**config.mk**
```make
export PLATFORM = sky130hd
export DESIGN_NAME = gpio_irq_sense
export DESIGN_NICKNAME = d
export VERILOG_FILES = /design/src/rtl/gis_pkg.sv /design/src/rtl/gis_detect.sv /design/src/rtl/gis_regs.sv /design/src/rtl/gpio_irq_sense.sv
export SDC_FILE = /design/constraint.sdc
export NUM_CORES = 1
export LEC_CHECK = 0
export BUFFER_PORTS_ARGS = -buffer_cell sky130_fd_sc_hd__buf_4
export CAP_MARGIN = 40
export CORE_UTILIZATION = 55
export CTS_CLUSTER_DIAMETER = 200
export DETAILED_ROUTE_END_ITERATION = 8
export PLACE_DENSITY = 0.76
export SETUP_SLACK_MARGIN = 0.1
export SYNTH_ARGS = -nofsm -noshare
export SYNTH_HDL_FRONTEND = slang
export SYNTH_SLANG_ARGS = --single-unit
```
**constraint.sdc**
```tcl
create_clock -name clk_i -period 1.55 [get_ports clk_i]
set_clock_uncertainty 0.15 [all_clocks]
set_input_delay 0.155 -clock clk_i [delete_from_list [all_inputs] [get_ports clk_i]]
set_output_delay 0.155 -clock clk_i [all_outputs]
set_load 0.02 [all_outputs]
```
**src/rtl/gis_pkg.sv**
```systemverilog
package gis_pkg;
  localparam int NP  = 32;          // pins
  localparam int AW  = 7;           // byte address width
  localparam int DW  = 32;          // data width
  localparam int FW  = 4;           // sense field width
  localparam int FPR = DW / FW;     // fields per sense register
  localparam int NSR = NP / FPR;    // sense registers
  localparam int SW  = $clog2(NSR);
  localparam int NIRQ = 2;

  typedef enum logic [2:0] {
    SNS_RISE = 3'd0,
    SNS_FALL = 3'd1,
    SNS_HIGH = 3'd2,
    SNS_LOW  = 3'd3,
    SNS_BOTH = 3'd4
  } sense_e;

  localparam logic [AW-1:0] A_ACCEPT = 7'h14;
  localparam logic [AW-1:0] A_EN_SET = 7'h18;
  localparam logic [AW-1:0] A_EN_CLR = 7'h1C;
  localparam logic [AW-1:0] A_RAW    = 7'h20;
  localparam logic [AW-1:0] A_MSK    = 7'h24;
  localparam logic [AW-1:0] A_PCLR   = 7'h28;
endpackage

```
**src/rtl/gis_detect.sv**
```systemverilog
module gis_detect
  import gis_pkg::*;
#(
  parameter int N = NP
) (
  input  logic                  clk_i,
  input  logic                  rst_ni,
  input  logic [N-1:0]          pin_i,
  input  logic [N-1:0]          accept_i,
  input  logic [N-1:0][FW-1:0]  sense_i,
  input  logic [N-1:0]          clr_i,
  output logic [N-1:0]          pend_o
);
  logic [N-1:0] prev_q, pend_q, hit;

  for (genvar g = 0; g < N; g++) begin : g_pin
    logic det;
    always_comb begin
      unique case (sense_i[g][2:0])
        SNS_RISE: det = pin_i[g] & ~prev_q[g];
        SNS_FALL: det = ~pin_i[g] & prev_q[g];
        SNS_HIGH: det = pin_i[g];
        SNS_LOW:  det = ~pin_i[g];
        SNS_BOTH: det = pin_i[g] ^ prev_q[g];
        default:  det = 1'b0;
      endcase
    end
    assign hit[g] = accept_i[g] & det;
  end

  // new detection dominates a same-cycle clear
  always_ff @(posedge clk_i or negedge rst_ni) begin
    if (!rst_ni) begin
      prev_q <= '0;
      pend_q <= '0;
    end else begin
      prev_q <= pin_i;
      pend_q <= (pend_q & ~clr_i) | hit;
    end
  end

  assign pend_o = pend_q;

  p_gate_r4: assert property (@(posedge clk_i) disable iff (!rst_ni)
    1'b1 |=> ((pend_q & ~$past(pend_q) & ~$past(accept_i)) == '0));
  p_clear_r8: assert property (@(posedge clk_i) disable iff (!rst_ni)
    1'b1 |=> ((pend_q & $past(clr_i) & ~$past(hit)) == '0));
  p_hit_wins_r10: assert property (@(posedge clk_i) disable iff (!rst_ni)
    1'b1 |=> ((pend_q & $past(hit)) == $past(hit)));
endmodule

```
**src/rtl/gis_regs.sv**
```systemverilog
module gis_regs
  import gis_pkg::*;
(
  input  logic                   clk_i,
  input  logic                   rst_ni,
  input  logic                   req_i,
  input  logic                   we_i,
  input  logic [AW-1:0]          addr_i,
  input  logic [DW-1:0]          wdata_i,
  input  logic [NP-1:0]          pend_i,
  output logic [DW-1:0]          rdata_o,
  output logic [NP-1:0]          accept_o,
  output logic [NP-1:0]          en_o,
  output logic [NP-1:0][FW-1:0]  sense_o,
  output logic [NP-1:0]          pclr_o
);
  localparam int WA = AW - 2;

  logic [NP-1:0]         accept_q, en_q;
  logic [NP-1:0][FW-1:0] sense_q;
  logic                  wr, hi_win, sns_hit;
  logic [WA-1:0]         wa;
  logic [SW-1:0]         sidx;

  assign wr      = req_i & we_i;
  assign wa      = addr_i[AW-1:2];
  assign hi_win  = addr_i[AW-1];
  assign sns_hit = hi_win && (addr_i[AW-2:SW+2] == '0);
  assign sidx    = addr_i[SW+1:2];

  always_ff @(posedge clk_i or negedge rst_ni) begin
    if (!rst_ni) begin
      accept_q <= '0;
      en_q     <= '0;
      sense_q  <= '0;
    end else if (wr) begin
      if (!hi_win) begin
        if (wa == A_ACCEPT[AW-1:2]) accept_q <= wdata_i;
        if (wa == A_EN_SET[AW-1:2]) en_q     <= en_q | wdata_i;
        if (wa == A_EN_CLR[AW-1:2]) en_q     <= en_q & ~wdata_i;
      end else if (sns_hit) begin
        for (int f = 0; f < FPR; f++)
          sense_q[int'(sidx)*FPR + f] <= wdata_i[f*FW +: FW];
      end
    end
  end

  assign pclr_o = (wr && !hi_win && wa == A_PCLR[AW-1:2]) ? wdata_i : '0;

  always_comb begin
    rdata_o = '0;
    if (!hi_win) begin
      unique case (wa)
        A_ACCEPT[AW-1:2]: rdata_o = accept_q;
        A_EN_SET[AW-1:2]: rdata_o = en_q;
        A_RAW[AW-1:2]:    rdata_o = pend_i;
        A_MSK[AW-1:2]:    rdata_o = pend_i & en_q;
        default:          rdata_o = '0;
      endcase
    end else if (sns_hit) begin
      for (int f = 0; f < FPR; f++)
        rdata_o[f*FW +: FW] = sense_q[int'(sidx)*FPR + f];
    end
  end

  assign accept_o = accept_q;
  assign en_o     = en_q;
  assign sense_o  = sense_q;

  p_en_set_r5: assert property (@(posedge clk_i) disable iff (!rst_ni)
    (wr && !hi_win && wa == A_EN_SET[AW-1:2])
      |=> ((en_q & $past(wdata_i)) == $past(wdata_i)));
  p_en_clr_r5: assert property (@(posedge clk_i) disable iff (!rst_ni)
    (wr && !hi_win && wa == A_EN_CLR[AW-1:2])
      |=> ((en_q & $past(wdata_i)) == '0));
endmodule

```
**src/rtl/gpio_irq_sense.sv**
```systemverilog
module gpio_irq_sense
  import gis_pkg::*;
(
  input  logic            clk_i,
  input  logic            rst_ni,
  input  logic            req_i,
  input  logic            we_i,
  input  logic [AW-1:0]   addr_i,
  input  logic [DW-1:0]   wdata_i,
  output logic [DW-1:0]   rdata_o,
  input  logic [NP-1:0]   pin_i,
  output logic [NIRQ-1:0] irq_o
);
  localparam int HALF = NP / NIRQ;

  logic [NP-1:0]         accept, en, pend, pclr, masked;
  logic [NP-1:0][FW-1:0] sense;

  gis_regs u_regs (
    .clk_i    (clk_i),
    .rst_ni   (rst_ni),
    .req_i    (req_i),
    .we_i     (we_i),
    .addr_i   (addr_i),
    .wdata_i  (wdata_i),
    .pend_i   (pend),
    .rdata_o  (rdata_o),
    .accept_o (accept),
    .en_o     (en),
    .sense_o  (sense),
    .pclr_o   (pclr)
  );

  gis_detect #(.N(NP)) u_detect (
    .clk_i    (clk_i),
    .rst_ni   (rst_ni),
    .pin_i    (pin_i),
    .accept_i (accept),
    .sense_i  (sense),
    .clr_i    (pclr),
    .pend_o   (pend)
  );

  assign masked = pend & en;

  for (genvar k = 0; k < NIRQ; k++) begin : g_irq
    assign irq_o[k] = |masked[k*HALF +: HALF];
  end

  p_irq_quiet_r11: assert property (@(posedge clk_i) disable iff (!rst_ni)
    (en == '0) |-> (irq_o == '0));
  p_irq_needs_pend_r11: assert property (@(posedge clk_i) disable iff (!rst_ni)
    (pend == '0) |-> (irq_o == '0));
endmodule

```
; After elaboration in Yosys (flattened, before gate mapping)
; Cells that the tools add are included.
[word_totals]
regBits = 256
in_bits = 75
out_inout_bits = 34
wordCells = 530
[op_classes]
addsub = 7
order_cmp = 16
eq_ne = 134
mux = 85
n_bitwise = 201
reduce_logical = 51
[op_table]
columns = operator, count
row1 = 128-bit bitwise mux, 8
row2 = "32-bit by 1-bit greater-or-equal comparator with 1-bit output, second input constant", 7
row3 = "32-bit by 7-bit < comparator with 1-bit output, second input constant", 7
row4 = "3-bit by 2-bit equality test with 1-bit output, second input constant", 64
row5 = 32-bit two-way mux, 5
row6 = 1-bit one-hot mux with 5 select lines, 32
row7 = 4-bit binary-select mux with 5-bit select, 7
row8 = 4-bit demux with 5-bit select, 7
row9 = 32-bit one-hot mux with 4 select lines, 1
row10 = 1-bit bitwise AND, 97
row11 = 32-bit bitwise AND, 3
row12 = "3-bit by 1-bit equality test with 1-bit output, second input constant", 32
row13 = "3-bit equality test, second input constant", 32
row14 = 3-bit logical NOT, 32
row15 = 4-bit two-way mux, 23
row16 = 1-bit inverter, 65
row17 = 32-bit inverter, 2
row18 = 32-bit OR, 2
row19 = 16-bit OR reduction, 2
row20 = 1-bit XOR, 32
row21 = "5-bit by 3-bit adder with 6-bit output, second input constant", 4
row22 = "5-bit by 3-bit equality test with 1-bit output, second input constant", 3
row23 = "5-bit by 4-bit equality test with 1-bit output, second input constant", 3
row24 = "5-bit by 2-bit adder with 6-bit output, second input constant", 2
row25 = other kinds (10), 22

; Depth between registers and ports, before layout
; Gate-level depths: netlist of the first run.
[logic_depth]
depth_word = 12
ltp_mapped = 7
mapped_depth_nobuf = 6

; Hierarchy
; A second synthesis of the first run with hierarchy kept.
[unflattened]
cells_unflattened = 1237
area_unflattened_um2 = 14674.1
[by_module_without_submodules]
columns = mod, instances, cells_each, area_each_um2, seq_area_each_um2
row1 = gis_regs, 1, 771, 9786.9, 4804.6
row2 = gis_detect, 1, 448, 4684.5, 1601.5
row3 = gpio_irq_sense, 1, 18, 202.7, 0.0

; Least setup slack after synthesis of the first run
; Ideal clock, no wire load.
[synth_path]
kind = input to output
from = input port addr_i[6]
to = output port rdata_o[10]
t_arrival_ps = 1459
required_ps = 1245
slack_ps = -214
cell_stages = 5
n_path_buf = 1
path_cell_list = or3b_1 > nor3_2 > clkbuf_1 > a22oi_1 > o2111ai_1
[synth_between]
elab_chain_cells = 3
word_cells_on_any_way = 8
cone_classes = eq/ne: 4 / mux: 3 / reduce/logical: 1
[synth_lines]
columns = element, line_no
row1 = from (decl), gpio_irq_sense.sv:8  ; input logic [AW-1:0] addr_i,
row2 = 5-bit by 4-bit equality test with 1-bit output (tied with other cells), gis_regs.sv:53  ; unique case (wa)
row3 = 32-bit one-hot mux with 4 select lines or 32-bit two-way mux (tied branches), "gis_regs.sv:53, gis_regs.sv:60"
row4 = 32-bit two-way mux (*), gis_regs.sv:52  ; if (!hi_win) begin
row5 = to (decl), gpio_irq_sense.sv:10  ; output logic [DW-1:0] rdata_o,
; Every way passes the cells marked *; elsewhere a longest branch is shown, timed or not.

; Worst setup path in the final report of the first run
[layout_path]
from = register u_detect.pend_q[24] (netlist: u_detect.pend_o[24])
to = output port irq_o[1]
[layout_between]
elab_chain_cells = 2
[layout_lines]
columns = element, line_no
row1 = from (decl), gis_detect.sv:14  ; logic [N-1:0] prev_q, pend_q, hit;
row2 = from (signal assigned), gis_detect.sv:38  ; pend_q <= (pend_q & ~clr_i) | hit;
row3 = 32-bit bitwise AND, gpio_irq_sense.sv:44  ; assign masked = pend & en;
row4 = 16-bit OR reduction, gpio_irq_sense.sv:47  ; assign irq_o[k] = |masked[k*HALF +: HALF];
row5 = to (decl), gpio_irq_sense.sv:12  ; output logic [NIRQ-1:0] irq_o
; No other way between the ends.

==> summary.md, run 1 <==
| Metric | Value |
|---|---|
| Largest fanout on the critical path | `2` |
| RSZ-0062 raised after global routing | `yes` |
| Clock network latency to the later pin of the worst-skew pair | `0.55 ns` |
| Final GP Congestion | `0.912` |
| Largest net degree at the start of global routing | `57` |
| Root buffer cell | `clkbuf_16` |
| Number of nets still failing antenna checks after routing | `0` |
| #FFs+latches synth | `256` |
| Violated checks | `negative hold slack, negative setup slack` |
| Starting DRT DRC Count | `1280` |
| Nets | `1681` |
| Post-layout instance area | `20300 µm²` |
| Share of total power in the clock network | `31.0%` |
| Initial core utilization | `56.5%` |
| Total Routed Length | `48900 µm` |
| Total setup violations reported at the end of the flow | `36` |
| Number of detailed-route iterations in the first pass | `5` |
| Post-Place Cell Area | `16900 µm²` |
| Inserted Clock Buffers | `29` |
| Post-layout total power | `0.0232 W` |
| Transition time at the pin with the least slew margin | `0.487 ns` |
| Switching Share | `32.0%` |
| Count of mapped cells out of synthesis | `1193` |
| Clock period minus final worst setup slack | `2.33 ns` |
| Layout cell share with drive strength beyond 1 | `53.8%` |
| Final count of pins violating max slew | `0` |
| Dominant combinational cell family by area after synthesis | `multiplexers` |
| Area of the die | `25800 µm²` |
| Data required time at the worst endpoint | `1.24 ns` |
| Critical Setup Path Class | `flip-flop to primary output` |
| Pwr/cell area | `1140 nW/µm²` |
| Mean routed wirelength per cell | `25.9 µm` |
| DR DRC count | `0` |
| Arr. time, crit path | `2.02 ns` |
| Synthesized area | `13900 µm²` |
| Top cells by area in the synthesized netlist | `dfrtp_1 46%, mux2_2 13%, ha_1 5.8%, mux2_4 3.2%, inv_1 2.6%` |
| Antenna violations before repair | `1` |
| Leakage component of the power | `9.23 nW` |
| Overall via count from detail_route | `12.4k` |
| Most common cell after layout, fill and taps aside | `dfrtp_1` |
| Count of final hold-check violations | `33` |
| Bufs on Longest Clock Path | `3` |
| Final setup slack of the worst path | `-0.777 ns` |
| Yosys synthesis warning count | `0` |
| Standard-cell rows | `57` |
| Area growth syn-to-layout | `46.3%` |
| Dominant cell type by area after synthesis | `dfrtp_1` |
| Count of different cell masters after synthesis | `43` |
| Final hold slack | `-0.0512 ns` |
| Hold/Removal Path Class | `input pin to async pin` |
| Clock transition time at the flip-flop clock pins of the worst setup and hold paths | `0.06 ns` |
| Mean Syn Cell Area | `11.6 µm²` |
| Hold-fix buffer count after cts | `65` |
| Grt ovf | `0` |
| XOR/XNOR Fraction of Synth Area | `1.77%` |
| Placed wire-length estimate | `29400 µm` |
| Total number of H-tree levels | `1` |
| Part of the Yosys area used for sequential elements | `46.2%` |
| Share of power burned in registers | `41.0%` |
| Area share of the largest cell type after synthesis | `46.2%` |
| Post-synthesis share of cell area spent on full adders, half adders and majority gates | `5.78%` |
| Combinational fraction of design power | `28.0%` |
| Number of sinks handled by clock tree synthesis | `256` |
| Status | `finished, violations left` |
| Final worst-path cycle share | `150%` |
| Internal portion of total power | `0.0158 W` |
| Predominant post-synthesis flop cell | `dfrtp_1` |
| Per-cell via count in the routed design | `6.57` |
| Post-synth EDFFs | `0` |
| Net count of the mapped netlist | `1332` |
| CTS tree | `done` |
| Area fraction in compound gates after synthesis | `16.2%` |
| CP Launch Type | `flip-flop` |
| Portion of netlist area occupied by mux cells | `18.7%` |
| Max-cap viol count | `0` |
| Asr flop ratio synth | `100%` |
| Core outline area | `24500 µm²` |
| Global-route usage over all layers | `35.5%` |
| Element type at the critical path end | `primary output` |
| Sw power | `0.00744 W` |
| Placement Setup Slack | `-0.426 ns` |
| Chip height | `161 µm` |
| Global-route wire length before repair | `70700 µm` |
| Achievable frequency | `0.430 GHz` |
| Most frequent cells in the layout | `238 x dfrtp_1, 237 x buf_4, 130 x mux2_2, 95 x inv_1, 65 x dlygate4sd3_1` |
| Worst relative slew slack | `66.6%` |
| PortBufs | `106` |
| Number of global-route vias before repair | `12.5k` |
| Die Span X | `161 µm` |
| Peak supply drop | `0.896 mV` |
| Synth Area in Simple Gates | `6.65%` |
| Ports placed on the boundary | `109` |
==> path summary, 6_finish.rpt <==
kind / end / start / slack (ns) / cells after the start
worst max-delay path: irq_o[1] / u_detect.pend_o[24]$_DFF_PN0_ / -0.78 / 5
worst min-delay path: u_detect.prev_q[2]$_DFF_PN0_ / rst_ni / -0.05 / 2
worst max register to register: u_detect.pend_o[4]$_DFF_PN0_ / u_detect.prev_q[4]$_DFF_PN0_ / -0.02 / 6
worst min register to register: u_regs.sense_o[15]$_DFFE_PN0P_ / u_regs.sense_o[15]$_DFFE_PN0P_ / 0.35 / 1
max in group asynchronous: u_detect.pend_o[15]$_DFF_PN0_ / rst_ni / 0.65 / 3
min in group clk_i: u_regs.accept_o[25]$_DFFE_PN0P_ / req_i / 0.12 / 4
==> logic make-up (layout without fill, tap and decap cells) <==
family / Yosys count / count (layout)
other: 0 / 2
AOI/OAI and AO/OA: 308 / 308
and+or+nand+nor: 157 / 157
muxes: 224 / 224
buffers and inverters: 156 / 527
xor gates and xnor gates: 28 / 28
adders and majority gates: 64 / 64
DFF: 256 / 256
==> Yosys cell counts (32+ instances only) <==
cell type / number
dfrtp_1: 256
mux2_2: 154
inv_1: 96
ha_1: 64
nand2_1: 40
o21ai_0: 36
nor2b_1: 33
a2111oi_0: 32
a211o_1: 32
a211oi_1: 32
a21oi_1: 32
a22oi_1: 32
a31oi_1: 32
and3_1: 32
mux2i_1: 32
nor4_1: 32
o2111ai_1: 32
==> power groups by stage <==
stage                     registers, W  logic (W)  clock network (W)
after floorplan                0.00884    0.00266                  0
after global placement         0.00922    0.00477                  0
after detailed placement       0.00926    0.00491                  0
after CTS                      0.00927    0.00579            0.00718
after global routing           0.00956    0.00685            0.00747
final                          0.00951    0.00650            0.00720
==> worst max-delay path: stages (launching register included) <==
cell,delay [ns]
dfrtp_2,0.45
a22o_1,0.24
a221oi_2,0.20
buf_4,0.17
nand4_1,0.20
buf_6,0.21
==> area by class of cell <==
cell class | count | area [µm²]
diodes | 2 | 5.00
clock buffers | 44 | 902
multi-input cells | 781 | 8610
inverters | 97 | 364
clock inverters | 9 | 95.1
flip-flops and latches | 256 | 6430
well taps | 324 | 405
fillers | 1207 | 4260
repair buffers | 377 | 3470
==> metal layers <==
| layer | global-route usage, % | routed length (µm) |
|---|---|---|
| met1 | 47.4 | 19000 |
| met3 | 5.68 | 3930 |
| met5 | 0 | 0 |
| met4 | 14.2 | 2420 |
| met2 | 58.0 | 23600 |
==> repair_timing <==
| action | CTS | global route |
|---|---|---|
| endpoints found under the hold margin | 511 | 31 |
| setup buffers | 22 | 20 |
| endpoints found under the setup margin | 66 | 83 |
| cloned | 0 | 2 |
| pin swaps | 117 | 59 |
| resized for setup | 200 | 167 |
==> per-stage QoR <==
step           hold slack [ns]  std cells  utilization [%]  TNS, ns
2_1_floorplan           -0.291       1193                -    -9.03
3_3_place_gp           -0.0749       1730             69.0   -73.30
3_5_place_dp           -0.0778       1730             69.0   -78.52
4_1_cts                -0.0434       1867             79.3   -16.26
5_1_grt                -0.0304       1888             82.6   -17.90
6_report               -0.0512       1890             82.6   -16.75
Power figures use the tool's default switching activity.
==> run 2, diff against run 1 <==
- CORE_UTILIZATION: 55 -> 57
- CTS_BUF_LIST: default -> sky130_fd_sc_hd__clkbuf_8
- PLACE_DENSITY: 0.76 -> 0.78
==> run 2 against run 1 <==
Compared with the run above:
- global-route usage is 1.4 points higher
- sequential power decreased by 0.7%
- clock-buffer cell count is 13 higher
- wire length decreased by 2.0%
- register-to-register slack lost 0.12 ns
- the run ends with negative setup slack left
- via count down 0.68%
- power is 5.9% lower
- combinational power down 3.7%
- critical path depth is 1 lower
- sequential share of layout area grew 0.31 points
==> summary.md, run 2 (synthesis gave the netlist of run 1 again) <==
| Metric | Value |
|---|---|
| Achievable frequency | `0.445 GHz` |
| Cell Chain, Critical Path | `a22o_1 > a221oi_2 > nand4_1 > buf_4` |
| Peak supply drop | `0.882 mV` |
| Placed wire-length estimate | `28600 µm` |
| CTS tree | `done` |
| Core outline area | `23700 µm²` |
| Clock period minus final worst setup slack | `2.25 ns` |
| Clock transition time at the flip-flop clock pins of the worst setup and hold paths | `0.06 ns` |
| Root buffer cell | `clkbuf_8` |
| Largest net degree at the start of global routing | `73` |
| Area of the die | `25000 µm²` |
| Total Routed Length | `48000 µm` |
| Layout cell share with drive strength beyond 1 | `52.5%` |
| Number of global-route vias before repair | `12.6k` |
| Hold/Removal Path Class | `input pin to async pin` |
| Final GP Congestion | `0.897` |
| Total number of H-tree levels | `2` |
| RSZ-0062 raised after global routing | `yes` |
| Ports placed on the boundary | `109` |
| Overall via count from detail_route | `12.3k` |
| Leakage component of the power | `9.16 nW` |
| Die Span X | `158 µm` |
| Inserted Clock Buffers | `45` |
| CP Launch Type | `flip-flop` |
| Initial core utilization | `58.5%` |
| PortBufs | `106` |
| Worst R2R Setup Slack | `-0.14 ns` |
| Most frequent cells in the layout | `245 x dfrtp_1, 215 x buf_4, 130 x mux2_2, 107 x inv_1, 66 x dlygate4sd3_1` |
| Nets | `1676` |
| Final setup slack of the worst path | `-0.696 ns` |
| Chip height | `158 µm` |
| Maximum cell stage delay along the critical path | `0.43 ns` |
| Status | `finished, violations left` |
| Number of detailed-route iterations in the first pass | `5` |
| Number of nets still failing antenna checks after routing | `0` |
| Area growth syn-to-layout | `44.6%` |
| Element type at the critical path end | `primary output` |
| Mean routed wirelength per cell | `25.4 µm` |
| Pwr/cell area | `1090 nW/µm²` |
| Largest fanout on the critical path | `4` |
| Critical Setup Path Class | `flip-flop to primary output` |
| Global-route wire length before repair | `69400 µm` |
| Antenna violations before repair | `0` |
| Number of sinks handled by clock tree synthesis | `256` |
| Data required time at the worst endpoint | `1.24 ns` |
| CP max-delay cell | `dfrtp_1` |
| Post-placement cell count | `1721` |
| DR DRC count | `0` |
| Most common cell after layout, fill and taps aside | `dfrtp_1` |
| Standard-cell rows | `56` |
| Post-layout instance area | `20100 µm²` |
| Bufs on Longest Clock Path | `3` |
| Post-Place Cell Area | `17100 µm²` |
| Final count of pins violating max slew | `0` |
| Layout filler cell count | `1105` |
| Starting DRT DRC Count | `1015` |
| Area of the multi-input gates | `8610 µm²` |
| Global-route usage over all layers | `36.9%` |
| Seq. cell area | `6420 µm²` |
| Max-cap viol count | `0` |
| Count of final hold-check violations | `0` |
| Grt ovf | `0` |
| Violated checks | `negative setup slack` |
| Count of placed standard cells in the final layout, fillers left out | `1886` |
| Antenna Diode Count | `0` |
| Per-cell via count in the routed design | `6.54` |
| Transition time at the pin with the least slew margin | `0.787 ns` |
| Arr. time, crit path | `1.94 ns` |
| Final worst-path cycle share | `145%` |
| Worst relative slew slack | `47.3%` |
| Total setup violations reported at the end of the flow | `38` |
| Clock network latency to the later pin of the worst-skew pair | `0.57 ns` |
==> run 2: changes by cell type in the layout (fill, tap and decap cells not counted), sizes merged <==
cell,before,now
clkinvlp,0,1
bufinv,2,0
diode,2,0
clkinv,7,2
dlygate4sd3,65,66
inv,97,114
clkbuf,46,58
buf,310,289
==> run 2: path summary, 6_finish.rpt <==
check,depth (start not counted),start,endpoint
max,4,u_detect.pend_o[11]$_DFF_PN0_,irq_o[0]
min,3,rst_ni,u_regs.accept_o[2]$_DFFE_PN0P_
max reg2reg,3,u_detect.prev_q[3]$_DFF_PN0_,u_detect.pend_o[3]$_DFF_PN0_
min reg2reg,1,u_regs.sense_o[55]$_DFFE_PN0P_,u_regs.sense_o[55]$_DFFE_PN0P_
max in group asynchronous,3,rst_ni,u_detect.pend_o[26]$_DFF_PN0_
min in group clk_i,2,pin_i[19],u_detect.prev_q[19]$_DFF_PN0_
==> run 2: worst max-delay path, delay by kind of cell, from the launching register on <==
family	cells	cell delay [ns]
DFF	1	0.43
AOI/OAI and AO/OA	2	0.49
and+or+nand+nor	1	0.23
buffers and inverters	1	0.23
==> run 2: routing by layer <==
metal / part of all wire, % / track usage (%) / vias to the layer above / routed length (µm)
met5: 0 / 0 / - / 0
met4: 4.8 / 14.8 / 0 / 2290
met3: 8.2 / 6.08 / 207 / 3940
met2: 49 / 62.0 / 758 / 23300
met1: 38 / 47.6 / 6209 / 18400
li1: - / - / 5158 / -
==> run 2: through the flow <==
stage	util, %	power, W	TNS [ns]	hold WS [ns]	setup slack [ns]
final	84.7	0.0218	-17.13	0.0228	-0.696
after global routing	84.7	0.0226	-21.09	0.0582	-0.752
after CTS	81.3	0.0210	-17.25	0.0249	-0.656
after detailed placement	72.0	0.0142	-76.51	-0.148	-0.453
after global placement	72.0	0.0140	-69.94	-0.147	-0.410
after floorplan	-	0.0115	-9.03	-0.291	-0.105
==> run 2: final cells by class <==
cell class	count	area share, %
Inverter	97	1.82
Tap cell	319	1.99
Sequential cell	256	32.0
Timing Repair Buffer	356	16.9
Clock inverter	20	0.406
Multi-Input combinational cell	781	42.9
Clock buffer	57	3.91
==> run 2: timing repair <==
| action | CTS | global route |
|---|---|---|
| gates resized for setup | 166 | 177 |
| cloned | 0 | 2 |
| hold endpoints to repair | 511 | 16 |
| pin swaps | 116 | 50 |
| setup endpoints to repair | 66 | 83 |
| buffers inserted | 17 | 8 |
| hold buffers | 66 | 1 |
==> run 2: power breakdown <==
part | switching [W] | internal, W
clock | 0.00288 | 0.00327
sequential | 0.00155 | 0.00789
combinational | 0.00285 | 0.00341
